==> config.mk <==
export PLATFORM = sky130hd
export DESIGN_NAME = gain_word_prog
export DESIGN_NICKNAME = d
export VERILOG_FILES = /design/src/rtl/gwp_pkg.sv /design/src/rtl/gwp_gain_enc.sv /design/src/rtl/gwp_word_build.sv /design/src/rtl/gwp_ser_engine.sv /design/src/rtl/gain_word_prog.sv
export SDC_FILE = /design/constraint.sdc
export NUM_CORES = 1
export LEC_CHECK = 0
export ABC_AREA = 1
export BUFFER_PORTS_ARGS = -buffer_cell sky130_fd_sc_hd__buf_4
export CAP_MARGIN = 20
export CORE_MARGIN = 2
export CORE_UTILIZATION = 40
export DETAILED_ROUTE_END_ITERATION = 8
export PLACE_DENSITY = 0.7
export SLEW_MARGIN = 20
export SYNTH_ARGS = -nofsm -noshare
export SYNTH_HDL_FRONTEND = slang
export SYNTH_SLANG_ARGS = --single-unit
==> constraint.sdc <==
create_clock -name clk -period 1.4 [get_ports clk]
set_input_delay 0.14 -clock clk [delete_from_list [all_inputs] [get_ports clk]]
set_output_delay 0.14 -clock clk [all_outputs]
set_load 0.02 [all_outputs]
==> src/rtl/gwp_pkg.sv <==
package gwp_pkg;
  localparam int WORD_W = 24;
  localparam int STEP_W = 4;
  localparam int CODE_W = 6;

  typedef enum logic [2:0] {
    ST_IDLE,
    ST_SHIFT,
    ST_PRE,
    ST_STB,
    ST_POST
  } eng_state_t;

  // 2-bit count to 3-bit thermometer
  function automatic logic [2:0] therm3(input logic [1:0] n);
    logic [2:0] t;
    for (int i = 0; i < 3; i++) t[i] = (i < int'(n));
    return t;
  endfunction
endpackage

==> src/rtl/gwp_gain_enc.sv <==
module gwp_gain_enc
  import gwp_pkg::*;
(
  input  logic [STEP_W-1:0] step,
  output logic [CODE_W-1:0] code
);
  // coarse part (step/4) in upper half, fine part (step mod 4) in lower half
  always_comb begin
    code = {therm3(step[3:2]), therm3(step[1:0])};
  end
endmodule

==> src/rtl/gwp_word_build.sv <==
module gwp_word_build
  import gwp_pkg::*;
(
  input  logic [1:0]        lna,
  input  logic              rfmix_stby,
  input  logic              rfmix_pwr,
  input  logic              ifmix_pwr,
  input  logic              ifmix_byp,
  input  logic              dem_pwr,
  input  logic              dem_stby,
  input  logic              dc_off,
  input  logic [CODE_W-1:0] code1,
  input  logic [CODE_W-1:0] code2,
  output logic [WORD_W-1:0] word
);
  always_comb begin
    word        = '0;
    word[1:0]   = lna;
    word[2]     = rfmix_stby;
    word[3]     = rfmix_pwr;
    word[4]     = ifmix_pwr;
    word[5]     = ifmix_byp;
    word[11:6]  = code1;
    word[12]    = dem_pwr;
    word[13]    = dem_stby;
    word[19:14] = code2;
    word[20]    = dc_off;
  end
endmodule

==> src/rtl/gwp_ser_engine.sv <==
module gwp_ser_engine
  import gwp_pkg::*;
#(
  parameter int HALF_CYC  = 5,
  parameter int GUARD_CYC = 5,
  parameter int STB_CYC   = 5
) (
  input  logic              clk,
  input  logic              rst_n,
  input  logic              load,
  input  logic [WORD_W-1:0] word,
  output logic              ser_clk,
  output logic              ser_dat,
  output logic              ser_stb,
  output logic              busy,
  output logic              done
);
  localparam int MAXC  = (HALF_CYC > GUARD_CYC) ?
                         ((HALF_CYC > STB_CYC) ? HALF_CYC : STB_CYC) :
                         ((GUARD_CYC > STB_CYC) ? GUARD_CYC : STB_CYC);
  localparam int CNT_W = $clog2(MAXC + 1);
  localparam int IDX_W = $clog2(WORD_W);
  localparam logic [CNT_W-1:0] H_LAST = CNT_W'(HALF_CYC - 1);
  localparam logic [CNT_W-1:0] G_LAST = CNT_W'(GUARD_CYC - 1);
  localparam logic [CNT_W-1:0] S_LAST = CNT_W'(STB_CYC - 1);
  localparam logic [IDX_W-1:0] I_LAST = IDX_W'(WORD_W - 1);

  eng_state_t        st;
  logic [CNT_W-1:0]  cnt;
  logic [IDX_W-1:0]  idx;
  logic [WORD_W-1:0] sh;

  assign ser_dat = sh[0];
  assign busy    = (st != ST_IDLE);

  always_ff @(posedge clk or negedge rst_n) begin
    if (!rst_n) begin
      st      <= ST_IDLE;
      cnt     <= '0;
      idx     <= '0;
      sh      <= '0;
      ser_clk <= 1'b0;
      ser_stb <= 1'b0;
      done    <= 1'b0;
    end else begin
      done <= 1'b0;
      unique case (st)
        ST_IDLE: begin
          if (load) begin
            st      <= ST_SHIFT;
            sh      <= word;
            cnt     <= '0;
            idx     <= '0;
            ser_clk <= 1'b0;
          end
        end
        ST_SHIFT: begin
          if (cnt == H_LAST) begin
            cnt <= '0;
            if (!ser_clk) begin
              ser_clk <= 1'b1;
            end else begin
              ser_clk <= 1'b0;
              sh      <= {1'b0, sh[WORD_W-1:1]};
              if (idx == I_LAST) st <= ST_PRE;
              else               idx <= idx + 1'b1;
            end
          end else begin
            cnt <= cnt + 1'b1;
          end
        end
        ST_PRE: begin
          if (cnt == G_LAST) begin
            cnt     <= '0;
            st      <= ST_STB;
            ser_stb <= 1'b1;
          end else cnt <= cnt + 1'b1;
        end
        ST_STB: begin
          if (cnt == S_LAST) begin
            cnt     <= '0;
            st      <= ST_POST;
            ser_stb <= 1'b0;
          end else cnt <= cnt + 1'b1;
        end
        ST_POST: begin
          if (cnt == G_LAST) begin
            cnt  <= '0;
            st   <= ST_IDLE;
            done <= 1'b1;
          end else cnt <= cnt + 1'b1;
        end
        default: st <= ST_IDLE;
      endcase
    end
  end

  // data moves only while the serial clock is low
  assert_dat_clk_low_R6: assert property (@(posedge clk) disable iff (!rst_n)
    !$stable(ser_dat) |-> !ser_clk);
  // strobe only with the clock idle low and inside a transfer
  assert_stb_clk_idle_R7: assert property (@(posedge clk) disable iff (!rst_n)
    ser_stb |-> (!ser_clk && busy));
  // done lasts one cycle and comes with busy low
  assert_done_single_R8: assert property (@(posedge clk) disable iff (!rst_n)
    done |-> (!busy ##1 !done));
  // port quiet when idle
  assert_idle_quiet_R9: assert property (@(posedge clk) disable iff (!rst_n)
    !busy |-> (!ser_clk && !ser_stb));
endmodule

==> src/rtl/gain_word_prog.sv <==
module gain_word_prog
  import gwp_pkg::*;
#(
  parameter int HALF_CYC  = 5,
  parameter int GUARD_CYC = 5,
  parameter int STB_CYC   = 5
) (
  input  logic       clk,
  input  logic       rst_n,
  input  logic       req_valid,
  output logic       req_ready,
  input  logic [1:0] req_lna,
  input  logic       req_rfmix_stby,
  input  logic       req_rfmix_pwr,
  input  logic       req_ifmix_pwr,
  input  logic       req_ifmix_byp,
  input  logic       req_dem_pwr,
  input  logic       req_dem_stby,
  input  logic       req_dc_off,
  input  logic [3:0] req_gain1,
  input  logic [3:0] req_gain2,
  output logic       ser_clk,
  output logic       ser_dat,
  output logic       ser_stb,
  output logic       busy,
  output logic       done,
  output logic       reject
);
  localparam int NCH = 2;

  logic [NCH-1:0][STEP_W-1:0] steps;
  logic [NCH-1:0][CODE_W-1:0] codes;
  logic [WORD_W-1:0]          word;
  logic                       take, bad_lna;

  assign steps = {req_gain2, req_gain1};

  for (genvar c = 0; c < NCH; c++) begin : g_enc
    gwp_gain_enc u_enc (.step(steps[c]), .code(codes[c]));
  end

  gwp_word_build u_build (
    .lna(req_lna), .rfmix_stby(req_rfmix_stby), .rfmix_pwr(req_rfmix_pwr),
    .ifmix_pwr(req_ifmix_pwr), .ifmix_byp(req_ifmix_byp),
    .dem_pwr(req_dem_pwr), .dem_stby(req_dem_stby), .dc_off(req_dc_off),
    .code1(codes[0]), .code2(codes[1]), .word(word)
  );

  assign req_ready = !busy;
  assign take      = req_valid && req_ready;
  assign bad_lna   = (req_lna == 2'b11);

  gwp_ser_engine #(.HALF_CYC(HALF_CYC), .GUARD_CYC(GUARD_CYC), .STB_CYC(STB_CYC)) u_eng (
    .clk(clk), .rst_n(rst_n), .load(take && !bad_lna), .word(word),
    .ser_clk(ser_clk), .ser_dat(ser_dat), .ser_stb(ser_stb),
    .busy(busy), .done(done)
  );

  always_ff @(posedge clk or negedge rst_n) begin
    if (!rst_n) reject <= 1'b0;
    else        reject <= take && bad_lna;
  end

  // a refused request never starts a transfer
  assert_reject_idle_R5: assert property (@(posedge clk) disable iff (!rst_n)
    reject |-> !busy);
  // a transfer never starts from the forbidden LNA pair
  assert_no_bad_start_R5: assert property (@(posedge clk) disable iff (!rst_n)
    $rose(busy) |-> ($past(req_lna) != 2'b11));
  // a transfer starts only from a valid request
  assert_start_needs_valid_R1: assert property (@(posedge clk) disable iff (!rst_n)
    $rose(busy) |-> $past(req_valid));
endmodule

; ---- After elaboration in Yosys (flattened, before gate mapping)
; Index checks and enable logic that the tools add are counted.
[totals]
regBits = 39
inputBits = 20
output_inout_bits = 7
wordCells = 83
[classes]
addsub = 2
magnitude_cmp = 12
eq_ne = 15
mux = 29
n_reduce_logical = 17
[op_table]
columns = operator, n
row1 = 24-bit 2-to-1 mux, 3
row2 = 24-bit case mux with 2 select lines, 1
row3 = 3-bit 2-to-1 mux, 9
row4 = 5-bit 2-to-1 mux, 4
row5 = "1-bit by 2-bit less-than comparator with 1-bit output, first input constant", 8
row6 = 3-bit case mux with 5 select lines, 1
row7 = "2-bit by 1-bit != test with 1-bit output, second input constant", 7
row8 = 5-bit case mux with 2 select lines, 1
row9 = "2-bit less-than comparator, first input constant", 4
row10 = 1-bit 2-to-1 mux, 7
row11 = 7-bit AND reduction, 1
row12 = "3-bit by 2-bit == test with 1-bit output, second input constant", 2
row13 = "3-bit == test, second input constant", 2
row14 = 3-bit case mux with 2 select lines, 1
row15 = 3-bit AND reduction, 2
row16 = 2-bit nonzero test, 3
row17 = "5-bit by 1-bit adder with 5-bit output, second input constant", 1
row18 = "5-bit == test, second input constant", 1
row19 = 5-bit AND reduction, 1
row20 = 1-bit case mux with 2 select lines, 2
row21 = 4-bit AND reduction, 1
row22 = 4-bit OR reduction, 1
row23 = "3-bit by 1-bit adder with 3-bit output, second input constant", 1
row24 = "3-bit by 1-bit == test with 1-bit output, second input constant", 1
row25 = other kinds (7), 10

; ---- Longest topological paths before layout
; Gate-level depths: netlist (run 1).
[logic_depth]
word_depth = 6
depth_mapped = 10
depth_no_buf = 9

; ---- Modules after synthesis
; From an unflattened synthesis (run 1), not the netlist that was laid out.
[unflattened]
hier_cells = 325
area_unflattened_um2 = 2461.1
[modules_own_cells]
columns = mod, instances, cells_per_inst, area_each_um2, seq_area_each_um2
row1 = gwp_ser_engine, 1, 269, 2119.5, 950.9
row2 = gwp_word_build, 1, 25, 183.9, 0.0
row3 = gwp_gain_enc, 2, 12, 52.6, 0.0
row4 = gain_word_prog, 1, 7, 52.6, 25.0

; ---- Worst setup path after synthesis (run 1)
; No wires, ideal clock.
[synth_path]
path_type = register -> register
startpoint = register u_eng.cnt[0]
endpoint = register u_eng.sh[11]
setup_ns = 0.126
arrival_time_ns = 1.311
required_ns = 1.274
path_slack_ns = -0.037
path_stages_with_launch = 9
n_path_buf = 1
period_less_slack_ns = 1.437
path_cell_list = dfrtp_1 -> inv_1 -> ha_1 -> nand2_1 -> nor2_2 -> nor2_4 -> a21oi_4 -> buf_6 -> o21ai_0
[synth_via]
elab_chain_cells = 3
[synth_rtl]
columns = item, line_no
row1 = from (decl), gwp_ser_engine.sv:29  ; logic [CNT_W-1:0] cnt;
row2 = from (signal assigned), gwp_ser_engine.sv:69  ; cnt <= cnt + 1'b1;
row3 = from (signal assigned), gwp_ser_engine.sv:77  ; end else cnt <= cnt + 1'b1;
row4 = from (signal assigned), gwp_ser_engine.sv:84  ; end else cnt <= cnt + 1'b1;
row5 = 3-bit == test, gwp_ser_engine.sv:58  ; if (cnt == H_LAST) begin
row6 = 2-bit by 1-bit != test with 1-bit output (no line), n/a
row7 = 4-bit AND reduction (no line), n/a
row8 = to (signal assigned), gwp_ser_engine.sv:51  ; sh <= word;
row9 = to (signal assigned), gwp_ser_engine.sv:64  ; sh <= {1'b0, sh[WORD_W-1:1]};
row10 = to (decl), gwp_ser_engine.sv:31  ; logic [WORD_W-1:0] sh;
; No other way between the ends.
; A chain may end at the register's enable or synchronous reset.

; ---- Worst setup path in the final report (run 1)
[layout_path]
startpoint = register u_eng.cnt[1]
endpoint = register u_eng.sh[19]
; The elaborated chain is that of the path after synthesis.

==> results.toml, run 1 <==
[outcome]
status = "finished with violations"
violations = "negative setup slack"

[sta]
skew_ns = 0.00631
period_minus_slack_ns = 1.54
tightest_slew_ns = 0.459
max_slew_margin_pct = 69.4
fin_tns_setup_ns = -1.88
hold_viol_final = 0
max_freq_ghz = 0.650
drv_slew = 0
fin_crit_sh_pct = 110
whs_ns = 0.0954
rsz0062_at_grt = "true"
timing.final.ws_setup_ns = -0.138
setup-violations-final = 24

[cts]
cts_buffers = 5
cts.path.max_buffers = 2
cts.clk_slew.worst_paths_ns = 0.07
clock_latency_ns = 0.30
cts_tree = "built"
htree_levels = 2
clock_sinks = 36
cts_root_buffer = "clkbuf_8"

[layout]
final_common_cell = "nand2_1"
antenna_cells = 0
nFillCells = 454
finalInstanceArea_mm2 = 0.00270
utilization_pct = 56.7
layout_common_cells = "nand2_1 (91), buf_4 (45), dfrtp_1 (35)"
nets = 335
drive_gt1_share_pct = 31.3
syn2layout_area_growth_pct = 35.3
final_cells = 380

[setup_path]
start_kind = "register"
required_ns = 1.62
startpoint = "u_eng.cnt[1]$_DFFE_PN0P_"
critPathCaptureType = "register"
cp.arrival_ns = 1.76
reg2reg_from = "u_eng.cnt[1]$_DFFE_PN0P_"
crit_type = "register to register"
path_max_fanout = 6

[drt]
drt_pass1_iterations = 4
drt_iter0_drc = 70
routed-wl-met2_mm = 2.11
drc = 0
drt-wirelength-per-cell_um = 11.8
antenna_left = 0
finalWirelength_mm = 4.47
wl_met1_mm = 2.06
wl_met3_um = 188
routed_via_density = 4.74
dr_total_vias = 1801
highest_layer = "met4"

[yosys]
ys_top_cells_by_area = "dfrtp_1 (45%), nand2_1 (19%), o21ai_0 (6.3%), nand3_1 (4.3%), nor2_1 (3.8%)"
ys_seq_elements = 36
syn_inst = 256
syn_avg_cell_area_um2 = 7.79
synth-seq-area-share_pct = 45.2
yosys.area.top_type = "dfrtp_1"
yosysUniqueCellTypes = 26
synthesis.area_mm2 = 0.00199
yosys.area.top_type_share_pct = 45.2
synth_nets = 279
ys_warn_count = 0

[place]
dpl_worst_slack_ns = -0.0222
dp.cells = 356
hpwl_mm = 2.73
globalplace.congestion = 0.723
dpl_cell_area_mm2 = 0.00232
port_buffers = 26

[global_routing]
antenna_found_initial = 0
grt_usage_pct = 17.2
grt_pass1_wl_mm = 7.20
grt_max_degree = 37
grt-ovfl-total = 0
grt_pass1_vias = 1674

[floorplanning]
initial_core_util_pct = 41.9
die_area_mm2 = 0.00557
core_mm2 = 0.00475
rows = 25
die_y_um = 74.6
boundaryPins = 27
die_w_um = 74.6

[pwr]
leakagePower_nw = 1.39
totalPowerFinal_mw = 6.44
ir_worst_vdd_mv = 0.934
power_density_mw_per_mm2 = 2390

[min_path]
hold_class = "input port to register"
hp-start = "req_dc_off"

[flow_run]
maxCapViolCount = 0
[power breakdown]
| group | switching [mW] | internal, mW | leakage, nW |
|---|---|---|---|
| Combinational | 2.16 | 1.79 | 0.887 |
| Clock | 0.378 | 0.402 | 0.0455 |
| Sequential | 0.230 | 1.48 | 0.456 |
[worst max-delay path: stages (launching register included)]
cell and delay [ns]:
dfrtp_1 0.39, inv_2 0.09, ha_4 0.14, nand2_4 0.06, nor2_4 0.11, nor2_4 0.06, a21oi_4 0.28, clkbuf_16 0.22
nand2_1 0.05, o21ai_1 0.07
[path summary, 6_finish.rpt]
path / end / slack (ns) / cells after the start
min reg2reg: u_eng.sh[10]$_DFFE_PN0P_ / 0.48 / 2
max: u_eng.sh[19]$_DFFE_PN0P_ / -0.14 / 9
min in group asynchronous: u_eng.ser_clk$_DFFE_PN0P_ / 0.35 / 2
max in group asynchronous: u_eng.st[0]$_DFFE_PN0P_ / 0.71 / 2
max reg2reg: u_eng.sh[19]$_DFFE_PN0P_ / -0.14 / 9
min: u_eng.sh[20]$_DFFE_PN0P_ / 0.1 / 3
[cells in the mapped netlist, drive strengths merged]
cell type,n
inv,22
a21oi,3
or2,1
o21ai,30
ha,3
nor3,1
nand3b,1
dfrtp,36
nand2,104
nor2,25
nand3,18
buf,8
o22ai,1
nor3b,1
nand4,2
[registers in the layout (all words and copies together) (netlist names)]
signal / count
u_eng.sh: 21
u_eng.done: 1
u_eng.ser_stb: 1
u_eng.ser_clk: 1
u_eng.st: 3
u_eng.cnt: 3
reject: 1
u_eng.idx: 5
[what timing repair did]
| item | CTS | global route |
|---|---|---|
| gates cloned | 0 | 3 |
| hold buffers | 1 | 0 |
| buffers inserted | 4 | 8 |
| pin swaps | 0 | 7 |
| gates resized for setup | 9 | 30 |
| endpoints found under the setup margin | 27 | 33 |
| endpoints found under the hold margin | 36 | 0 |
[metal layers]
layer  global-route usage, %  vias up
met2                    28.2       43
li1                        -      915
met5                       0        -
met4                    6.75        0
met3                    4.82       11
met1                    21.7      832
[logic make-up after synthesis]
| logic type | synth area share, % |
|---|---|
| simple gates | 34.5 |
| flops | 45.2 |
| compound gates | 9.16 |
| buf+inv | 9.28 |
| fa+ha+maj | 1.88 |
[layout make-up]
class,count,area (um2),share of cell area (%)
well taps,67,83.8,3.11
repair buffers,57,534,19.8
clock buffers,8,90.1,3.34
multi-input cells,190,992,36.8
inverters,22,95.1,3.53
flip-flops and latches,36,902,33.4
(Power assumes the default switching activity.)
==> run 2, diff against run 1 <==
--- a/config.mk
+++ b/config.mk
@@ -11,8 +11,9 @@
 export CORE_MARGIN = 2
 export CORE_UTILIZATION = 40
 export DETAILED_ROUTE_END_ITERATION = 8
-export PLACE_DENSITY = 0.7
+export PLACE_DENSITY = 0.69
 export SLEW_MARGIN = 20
 export SYNTH_ARGS = -nofsm -noshare
 export SYNTH_HDL_FRONTEND = slang
+export SYNTH_HIERARCHICAL = 1
 export SYNTH_SLANG_ARGS = --single-unit
==> results.toml, run 2 <==
[outcome]
status = "finished with violations"
violations = "negative setup slack"

[drt]
drc = 0
antenna_left = 0
finalWirelength_mm = 4.73
drt_iter0_drc = 85
routed_via_density = 4.57
dr_total_vias = 1979
drt-wirelength-per-cell_um = 10.9
drt_pass1_iterations = 4

[layout]
layout_common_cells = "nand2_1 (84), buf_4 (55), inv_1 (45)"
syn2layout_area_growth_pct = 24.4
nets = 380
drive_gt1_share_pct = 36.6
largest_register_ffs = 24
top_register = "u_eng/sh"
antenna_cells = 0
final_common_cell = "nand2_1"
top_regs = "u_eng/sh (24), u_eng/idx (5)"
finalInstanceArea_mm2 = 0.00306
utilization_pct = 51.7

[sta]
rsz0062_at_grt = "true"
period_minus_slack_ns = 1.64
fin_crit_sh_pct = 117
drv_slew = 0
skew_ns = 0.00731
max_freq_ghz = 0.610
hold_viol_final = 0
timing.final.ws_setup_ns = -0.239
setup-violations-final = 35
fin_tns_setup_ns = -5.83

[yosys]
yosys.area.top_type_share_pct = 39.7
synth-seq-area-share_pct = 39.7
ys_seq_elements = 39
ys_top_cells_by_area = "dfrtp_1 (40%), nand2_1 (15%), buf_4 (9.2%), inv_1 (7.3%), o21ai_2 (7.1%)"
synth_edf_count = 0
yosysUniqueCellTypes = 28
yosys.area.top_type = "dfrtp_1"
ys_warn_count = 6
synth_common_cells = "nand2_1 (97), inv_1 (48), dfrtp_1 (39)"
synthesis.area_mm2 = 0.00246
ys_async_sr_fraction_pct = 100
syn_inst = 325
syn_avg_cell_area_um2 = 7.57
ys.flop_type = "dfrtp_1"
synth_most_common_cell = "nand2_1"

[global_routing]
grt-ovfl-total = 0
grt_usage_pct = 15.0
grt_max_degree = 40
grt_pass1_wl_mm = 7.87
grt_pass1_vias = 1930
antenna_found_initial = 0

[cts]
cts_root_buffer = "clkbuf_8"
cts_buffers = 5
cts.path.max_buffers = 2
clock_sinks = 39
clock_latency_ns = 0.29
cts.clk_slew.worst_paths_ns = 0.07
htree_levels = 2
cts_tree = "built"

[setup_path]
cp.arrival_ns = 1.86
start_kind = "register"
path_max_fanout = 8
critPathCaptureType = "register"
rrSetupSlack_ns = -0.24
crit_type = "register to register"
required_ns = 1.62

[pwr]
totalPowerFinal_mw = 7.91
ir_worst_vdd_mv = 1.41
power_density_mw_per_mm2 = 2580
leakagePower_nw = 1.65

[place]
dpl_cell_area_mm2 = 0.00267
port_buffers = 26
globalplace.congestion = 0.894
hpwl_mm = 3.11

[floorplanning]
die_w_um = 82.4
die_y_um = 82.4
core_mm2 = 0.00592
rows = 28
initial_core_util_pct = 41.6
die_area_mm2 = 0.00680
boundaryPins = 27

[flow_run]
maxCapViolCount = 0

[min_path]
hold_class = "input port to register"
## run 2: metal layers
metal / routed length (um) / vias to the layer above / global-route usage, %
met1: 2070 / 913 / 17.9
met3: 187 / 9 / 3.48
met4: 61 / 0 / 5.33
li1: - / 1028 / -
met2: 2410 / 29 / 26.1
met5: 0 / - / 0
## run 2: cells by family (layout without fill, tap and decap cells)
group | count (synthesis) | count (layout) | synth area share [%]
other | 1 | 3 | 0.152
AOI/OAI and AO/OA | 55 | 55 | 14.6
buffers and inverters | 90 | 121 | 20.4
DFF | 39 | 39 | 39.7
adders and majority gates | 3 | 3 | 1.53
and+or+nand+nor | 136 | 136 | 23.3
xor gates and xnor gates | 1 | 1 | 0.356
## run 2: metrics by stage
stage               hold WS, ns  std cells  setup WS, ns
finish                    0.133        433        -0.239
detailed placement        0.145        413        -0.253
global route              0.139        433        -0.349
CTS                       0.129        431        -0.233
global placement          0.144        413        -0.189
floorplan                -0.156        327        -0.282
## run 2: worst paths after layout
check / start / end / depth (start not counted)
max in group asynchronous: rst_n / u_eng/st[2]$_DFFE_PN0P_ / 2
worst max register to register: u_eng/st[0]$_DFFE_PN0P_ / u_eng/sh[12]$_DFFE_PN0P_ / 13
min in group asynchronous: rst_n / u_eng/sh[11]$_DFFE_PN0P_ / 2
worst min-delay path: req_lna[1] / reject$_DFF_PN0_ / 3
worst min register to register: u_eng/sh[23]$_DFFE_PN0P_ / u_eng/sh[23]$_DFFE_PN0P_ / 2
worst max-delay path: u_eng/st[0]$_DFFE_PN0P_ / u_eng/sh[12]$_DFFE_PN0P_ / 13
## run 2: what timing repair did
| item | in CTS | in global routing |
|---|---|---|
| hold buffers | 1 | 0 |
| pin swaps | 7 | 4 |
| setup buffers | 8 | 2 |
| endpoints found under the hold margin | 39 | 0 |
| setup endpoints to repair | 36 | 38 |
| gates cloned | 2 | 1 |
| resized for setup | 14 | 20 |
## run 2: where the power goes
group / leakage [nW] / total [mW] / switching (mW) / internal, mW
sequential: 0.497 / 1.80 / 0.195 / 1.61
clock: 0.0612 / 0.958 / 0.382 / 0.576
combinational: 1.09 / 5.15 / 2.80 / 2.35
## run 2: area by class of cell
| class | count | area [um2] |
|---|---|---|
| clock buffer | 6 | 82.6 |
| clock inverter | 2 | 35.0 |
| fill | 550 | 2860 |
| inverter | 50 | 193 |
| multi-input combinational | 198 | 1110 |
| sequential | 39 | 977 |
| tap | 75 | 93.8 |
| timing repair buffer | 63 | 566 |
## run 2: worst max-delay path: stages (launching register included)
cell and delay (ns):
dfrtp_1 0.41, nor2_4 0.15, nand2_4 0.07, inv_4 0.06, nand2_4 0.04, nor2_2 0.08
inv_1 0.05, nand3_2 0.10, nand2_4 0.07, nor2_4 0.14, buf_12 0.15, buf_12 0.13
nand2_1 0.07, o21ai_2 0.06
